$ cat config.mk
export PLATFORM = sky130hd
export DESIGN_NAME = tourney_pred
export DESIGN_NICKNAME = d
export VERILOG_FILES = /design/src/rtl/tourney_pkg.sv /design/src/rtl/tourney_ctl.sv /design/src/rtl/tourney_dp.sv /design/src/rtl/tourney_pred.sv
export SDC_FILE = /design/constraint.sdc
export NUM_CORES = 1
export LEC_CHECK = 0
export ABC_AREA = 1
export BUFFER_PORTS_ARGS = -buffer_cell sky130_fd_sc_hd__buf_2
export CAP_MARGIN = 20
export CORE_MARGIN = 2
export CORE_UTILIZATION = 45
export DETAILED_ROUTE_END_ITERATION = 8
export GPL_TIMING_DRIVEN = 0
export SLEW_MARGIN = 20
export SYNTH_ARGS = -nofsm -noshare
export SYNTH_HDL_FRONTEND = slang
export SYNTH_HIERARCHICAL = 1
export SYNTH_SLANG_ARGS = --single-unit
$ cat constraint.sdc
create_clock -name clk -period 7.64 [get_ports clk]
set_input_delay 1.146 -clock clk [delete_from_list [all_inputs] [get_ports clk]]
set_output_delay 1.146 -clock clk [all_outputs]
set_load 0.01 [all_outputs]
$ cat src/rtl/tourney_pkg.sv
`timescale 1ns/1ps
package tourney_pkg;

  typedef struct packed {
    logic trainEn;    // write both component counters
    logic dirTaken;   // direction to train toward
    logic chooseUp;   // chooser toward history-indexed side
    logic chooseDown; // chooser toward per-address side
    logic histShift;  // shift outcome into global record
  } ctlStrobes_t;

  function automatic logic [1:0] satInc(input logic [1:0] v);
    return (v == 2'b11) ? v : v + 2'b01;
  endfunction

  function automatic logic [1:0] satDec(input logic [1:0] v);
    return (v == 2'b00) ? v : v - 2'b01;
  endfunction

endpackage

$ cat src/rtl/tourney_ctl.sv
`timescale 1ns/1ps
module tourney_ctl
  import tourney_pkg::*;
(
  input  logic        clk,
  input  logic        rst_n,
  input  logic        trainValid,
  input  logic        trainTaken,
  input  logic        bimAtTrain,
  input  logic        gloAtTrain,
  output ctlStrobes_t ctl
);

  logic bimRight, gloRight;

  always_comb begin
    bimRight = (bimAtTrain == trainTaken);
    gloRight = (gloAtTrain == trainTaken);
    ctl.trainEn    = trainValid;
    ctl.dirTaken   = trainTaken;
    ctl.histShift  = trainValid;
    ctl.chooseUp   = trainValid && gloRight && !bimRight;
    ctl.chooseDown = trainValid && bimRight && !gloRight;
  end

  // the chooser never moves both ways
  p_choose_excl_r6: assert property (@(posedge clk) disable iff (!rst_n)
    !(ctl.chooseUp && ctl.chooseDown));

  // agreeing components leave the chooser alone
  p_choose_agree_r6: assert property (@(posedge clk) disable iff (!rst_n)
    (bimAtTrain == gloAtTrain) |-> !(ctl.chooseUp || ctl.chooseDown));

  // no strobe without a valid update
  p_idle_quiet_r8: assert property (@(posedge clk) disable iff (!rst_n)
    !trainValid |-> !(ctl.trainEn || ctl.histShift || ctl.chooseUp || ctl.chooseDown));

endmodule

$ cat src/rtl/tourney_dp.sv
`timescale 1ns/1ps
module tourney_dp
  import tourney_pkg::*;
#(
  parameter int IDX_W = 6
) (
  input  logic             clk,
  input  logic             rst_n,
  input  logic [IDX_W-1:0] lookIdx,
  input  logic [IDX_W-1:0] trainIdx,
  input  ctlStrobes_t      ctl,
  output logic             guessTaken,
  output logic             bimAtTrain,
  output logic             gloAtTrain
);

  localparam int ENTRIES = 1 << IDX_W;
  localparam int HIST_W  = IDX_W;

  logic [1:0] bimTab [ENTRIES];
  logic [1:0] gloTab [ENTRIES];
  logic [1:0] chsTab [ENTRIES];
  logic [HIST_W-1:0] globHist;

  logic [IDX_W-1:0] lookGIdx, trainGIdx;

  always_comb begin
    lookGIdx   = lookIdx ^ globHist;
    trainGIdx  = trainIdx ^ globHist;
    guessTaken = chsTab[lookIdx][1] ? gloTab[lookGIdx][1] : bimTab[lookIdx][1];
    bimAtTrain = bimTab[trainIdx][1];
    gloAtTrain = gloTab[trainGIdx][1];
  end

  always_ff @(posedge clk or negedge rst_n) begin
    if (!rst_n) begin
      for (int i = 0; i < ENTRIES; i++) begin
        bimTab[i] <= 2'b01;
        gloTab[i] <= 2'b01;
        chsTab[i] <= 2'b01;
      end
      globHist <= '0;
    end else begin
      if (ctl.trainEn) begin
        bimTab[trainIdx]  <= ctl.dirTaken ? satInc(bimTab[trainIdx])  : satDec(bimTab[trainIdx]);
        gloTab[trainGIdx] <= ctl.dirTaken ? satInc(gloTab[trainGIdx]) : satDec(gloTab[trainGIdx]);
      end
      if (ctl.chooseUp)
        chsTab[trainIdx] <= satInc(chsTab[trainIdx]);
      else if (ctl.chooseDown)
        chsTab[trainIdx] <= satDec(chsTab[trainIdx]);
      if (ctl.histShift)
        globHist <= {globHist[HIST_W-2:0], ctl.dirTaken};
    end
  end

  // newest outcome lands in bit 0, older bits move up
  p_hist_shift_r4: assert property (@(posedge clk) disable iff (!rst_n)
    ctl.histShift |=> (globHist[0] == $past(ctl.dirTaken)) &&
                      (globHist[HIST_W-1:1] == $past(globHist[HIST_W-2:0])));

  // history holds without a shift strobe
  p_hist_hold_r8: assert property (@(posedge clk) disable iff (!rst_n)
    !ctl.histShift |=> $stable(globHist));

endmodule

$ cat src/rtl/tourney_pred.sv
`timescale 1ns/1ps
module tourney_pred
  import tourney_pkg::*;
#(
  parameter int ADDR_W = 16,
  parameter int IDX_W  = 6
) (
  input  logic              clk,
  input  logic              rst_n,
  input  logic [ADDR_W-1:0] lookPc,
  output logic              guessTaken,
  input  logic              trainValid,
  input  logic [ADDR_W-1:0] trainPc,
  input  logic              trainTaken
);

  ctlStrobes_t ctl;
  logic bimAtTrain, gloAtTrain;

  tourney_ctl u_ctl (
    .clk        (clk),
    .rst_n      (rst_n),
    .trainValid (trainValid),
    .trainTaken (trainTaken),
    .bimAtTrain (bimAtTrain),
    .gloAtTrain (gloAtTrain),
    .ctl        (ctl)
  );

  tourney_dp #(.IDX_W(IDX_W)) u_dp (
    .clk        (clk),
    .rst_n      (rst_n),
    .lookIdx    (lookPc[IDX_W-1:0]),
    .trainIdx   (trainPc[IDX_W-1:0]),
    .ctl        (ctl),
    .guessTaken (guessTaken),
    .bimAtTrain (bimAtTrain),
    .gloAtTrain (gloAtTrain)
  );

  logic unusedHigh;
  assign unusedHigh = ^{lookPc[ADDR_W-1:IDX_W], trainPc[ADDR_W-1:IDX_W]};

endmodule

==> reports/results.md <==
| Group | Metric | Reported |
|:---|:---|:---|
| logic synthesis | Synthesized instance count | 3,440 |
| critical path | Critical path data arrival time | 4710 ps |
| run status | Outcome | finished, final reports clean |
| critical path | Kind of cell with the highest combined delay on the critical path | buffers and inverters |
| global route | Via count of the first global-routing pass | 22,200 |
| power and ir drop | Total internal power | 4.78 mW |
| power and ir drop | Worst IR drop on VDD | 0.000184 V |
| floorplanning | Total number of placement rows | 82 |
| power and ir drop | Power per unit of standard cell area | 288 nW/um^2 |
| place | Placement Cell Area | 24,100 um^2 |
| place | Input/output buffers | 11 |
| detailed routing | Vias | 24,100 |
| detailed routing | Routed Wire Length | 99.3 mm |
| logic synthesis | Fraction of synthesis flops using an asynchronous set or reset pin | 100% |
| cts | Clock slew at the register clock pins of the worst setup and hold paths | 60 ps |
| logic synthesis | Synth top area cells | dfstp_2 (22%), dfrtp_1 (21%), nand2_1 (20%), inv_1 (7.8%), nand3_1 (7.3%) |
| timing | Minimum clock period after layout | 5860 ps |
| global route | Maximum number of pins on one net before global-route repair | 99 |
| logic synthesis | Synthesized area | 23,000 um^2 |
| power and ir drop | Sw Share | 35.6% |
| logic synthesis | Syn. warnings | 6 |
| place | Gpl congestion | 1.04 |
| logic synthesis | Number of flops mapped to enable cells by yosys | 0 |
| place | HPWL Detailed | 71.5 mm |
| cells and area | Final layout net count | 3,543 |
| cts | Clock Path Buffers | 3 |
| logic synthesis | Leading post-synthesis cells by instance count | nand2_1 (1,227), inv_1 (478), nor2_1 (364), nand3_1 (338), dfrtp_1 (198) |
| logic synthesis | Proportion of synthesized chip area in sequential cells | 43.4% |
| timing | Final hold vios | 0 |
| detailed routing | Average vias per placed instance | 5.70 |
| detailed routing | Initial DRT Pass Iterations | 8 |
| cts | Hold-fix buffers at CTS | 0 |
| detailed routing | DR WL/cell | 23.6 um |
| critical path | Critical Path Stages | 13 |
| timing | Headroom to the max-slew limit | 14.0% |
| critical path | Crit-path cells | clkbuf_1, xor2_1, inv_1, clkbuf_1, o21ai_0, o21ai_0, o211ai_1, nand3_1, nand3b_1, nand2_1, nand2_1, nand2_1, buf_2 |
| critical path | Number of cells traversed by the worst register-to-register path | 23 |
| floorplanning | Die H | 230 um |
| floorplanning | Floorplan die area | 53,000 um^2 |
| cts | Post-cts sizing count | 0 |
| floorplanning | Die width | 230 um |
| timing | Unrepaired setup endpoints after global routing | false |
| critical path | Kind of launch point of the worst setup path | input port |
| floorplanning | Number of I/O pins | 37 |
| critical path | Most prevalent standard cell on the critical path | nand2_1 |
| timing | Worst clock skew | 26.0 ps |
| cells and area | Share of the core filled with cells in the final layout | 51.2% |
| timing | Min Hold Slack | 462 ps |
| global route | Global-route wire length before repair | 146 mm |
| cts | Clock Sink Count | 390 |
| timing | Final Setup Violations | 0 |
| cts | Number of buffers added by the clock tree synthesis step | 47 |
| logic synthesis | Cell type with the highest aggregate area in the netlist | dfstp_2 |
| logic synthesis | Area share of the largest cell type after synthesis | 21.9% |
| power and ir drop | Clock group share of total power | 32.7% |
| cts | Cell at the root of the clock tree | clkbuf_16 |
| power and ir drop | Leak pwr | 12.4 nW |
| floorplanning | Core Box Area | 50,400 um^2 |
| critical path | Worst R2R Start | u_dp/globHist[1] |
| logic synthesis | Number of distinct standard cells referenced by the synthesized netlist | 34 |
| critical path | Setup slack, reg-to-reg | 2750 ps |
| logic synthesis | Mean area per synthesized cell | 6.70 um^2 |
| critical path | Crit Reg-Reg Endpoint | u_dp/chsTab[53] |
| global route | Overall overflow remaining after global route | 0 |
| power and ir drop | Sequential fraction of design power | 41.9% |
| cts | H-tree depth | 2 |
| timing | Final max-slew violation count | 0 |
| floorplanning | Effective utilization at floorplan | 45.8% |
| critical path | Buffering stage count on the worst path with inverters included | 4 |
| detailed routing | Antenna viol nets, final | 0 |
| logic synthesis | Synth Register Bits | 390 |
| power and ir drop | Power share of the combinational group | 25.5% |
| critical path | Largest driver fanout on the critical path | 10 |
| flow run | Maximum capacitance violations | 0 |
| hold path | Min-Delay Path Class | input port to asynchronous set/reset pin |
| critical path | Worst Path Required | 6490 ps |
| cells and area | Fraction of layout cells with a size suffix above 1 | 11.6% |
| power and ir drop | Sw Pwr | 2.64 mW |
| global route | Antenna violations before repair | 3 |
| logic synthesis | Most used standard cell by instance count after synthesis | nand2_1 |
| timing | Maximum operating frequency | 171 MHz |
| logic synthesis | Most used flip-flop cell after synthesis | dfrtp_1 |
| timing | Worst Max-Slew Pin Slew | 1280 ps |
| critical path | Slowest cell on the critical path | xor2_1 |
| cells and area | Post-route cell area | 25,800 um^2 |
| detailed routing | Number of DRC violations after detailed routing | 0 |
| critical path | Kind of end point of the critical path | primary output |
| global route | Overall track demand over capacity in global routing | 37.3% |
| cts | Post-CTS setup buffers | 0 |
| detailed routing | Number of DRC markers in iteration 0 | 3,385 |
| timing | Tcrit/Tclk final | 76.6% |
| critical path | Critical path's largest stage delay | 870 ps |
| cts | Clock tree from TritonCTS | done |
| critical path | Critical setup path kind | input port to primary output |
| cts | Clock network latency to the later pin of the worst-skew pair | 600 ps |
| cells and area | Post-synthesis to final-layout area growth | 11.9% |
| logic synthesis | Synthesized net count | 3,476 |
==> layer usage <==
metal / global-route usage [%] / vias to the layer above / wire (um)
met3: 10.1 / 239 / 13800
met2: 50.8 / 1505 / 39000
met4: 12.7 / 0 / 3420
met5: 0 / - / 0
met1: 56.4 / 11500 / 43100
li1: - / 10800 / -
==> final cells by class <==
cell class | count | area, um^2
fillers | 5097 | 24600
multi-input cells | 2392 | 10400
clock buffers | 68 | 1440
plain buffers | 169 | 810
well taps | 672 | 841
repair buffers | 18 | 198
flip-flops and latches | 390 | 10000
inverters | 489 | 1840
diodes | 2 | 5.00
clock inverters | 17 | 226
==> metrics by stage <==
| stage | power, mW | TNS, ps | std cells | worst slack [ps] |
|---|---|---|---|---|
| 6_report | 7.42 | 0 | 4217 | 1780 |
| 2_1_floorplan | 4.19 | 0 | 3440 | 3860 |
| 3_5_place_dp | 4.94 | 0 | 4130 | 1480 |
| 4_1_cts | 7.39 | 0 | 4215 | 1920 |
| 3_3_place_gp | 4.90 | -464120 | 4123 | -2410 |
| 5_1_grt | 7.77 | 0 | 4216 | 1780 |
==> placed cells by master (no fill, tap or decap), types with 8 or more instances in the layout <==
master	n
nand2_1	1227
inv_1	478
nor2_1	364
nand3_1	338
dfrtp_1	198
dfstp_2	192
o21ai_0	180
clkbuf_1	81
buf_2	78
a21oi_1	62
clkbuf_16	50
o22ai_1	35
o211ai_1	33
a22oi_1	31
nand4_1	20
o21ai_1	20
nor3_1	17
buf_4	15
clkbuf_8	12
inv_2	10
or2_2	10
mux2i_1	10
buf_1	8
==> power groups by stage <==
stage | clock network (mW) | registers [mW] | logic (mW)
2_1_floorplan | 0 | 2.95 | 1.24
3_3_place_gp | 0 | 3.10 | 1.80
3_5_place_dp | 0 | 3.11 | 1.84
4_1_cts | 2.46 | 3.08 | 1.84
5_1_grt | 2.55 | 3.15 | 2.07
6_report | 2.43 | 3.10 | 1.89
==> registers in the layout, indices dropped and copies added (netlist names) <==
signal / flops
u_dp/globHist: 6
u_dp/chsTab: 128
u_dp/bimTab: 128
u_dp/gloTab: 128
==> worst max path at each step <==
stage / startpoint / endpoint / slack [ps]
after CTS: lookPc[1] / guessTaken / 1920
after global placement: rst_n / u_dp/gloTab[99] / -2410
after global routing: lookPc[1] / guessTaken / 1780
after floorplan: trainPc[0] / u_dp/chsTab[50] / 3860
final: lookPc[1] / guessTaken / 1780
after detailed placement: trainPc[2] / u_dp/chsTab[34] / 1480
==> logic make-up after synthesis <==
family                    after synthesis  share of synthesized area, %
AOI/OAI and AO/OA                     374                          9.18
buffers and inverters                 658                          11.5
xor gates and xnor gates               10                         0.413
DFF                                   390                          43.4
muxes                                  11                         0.483
and+or+nand+nor                      1997                          35.1
Note: power is estimated with default switching activity, not from simulation.
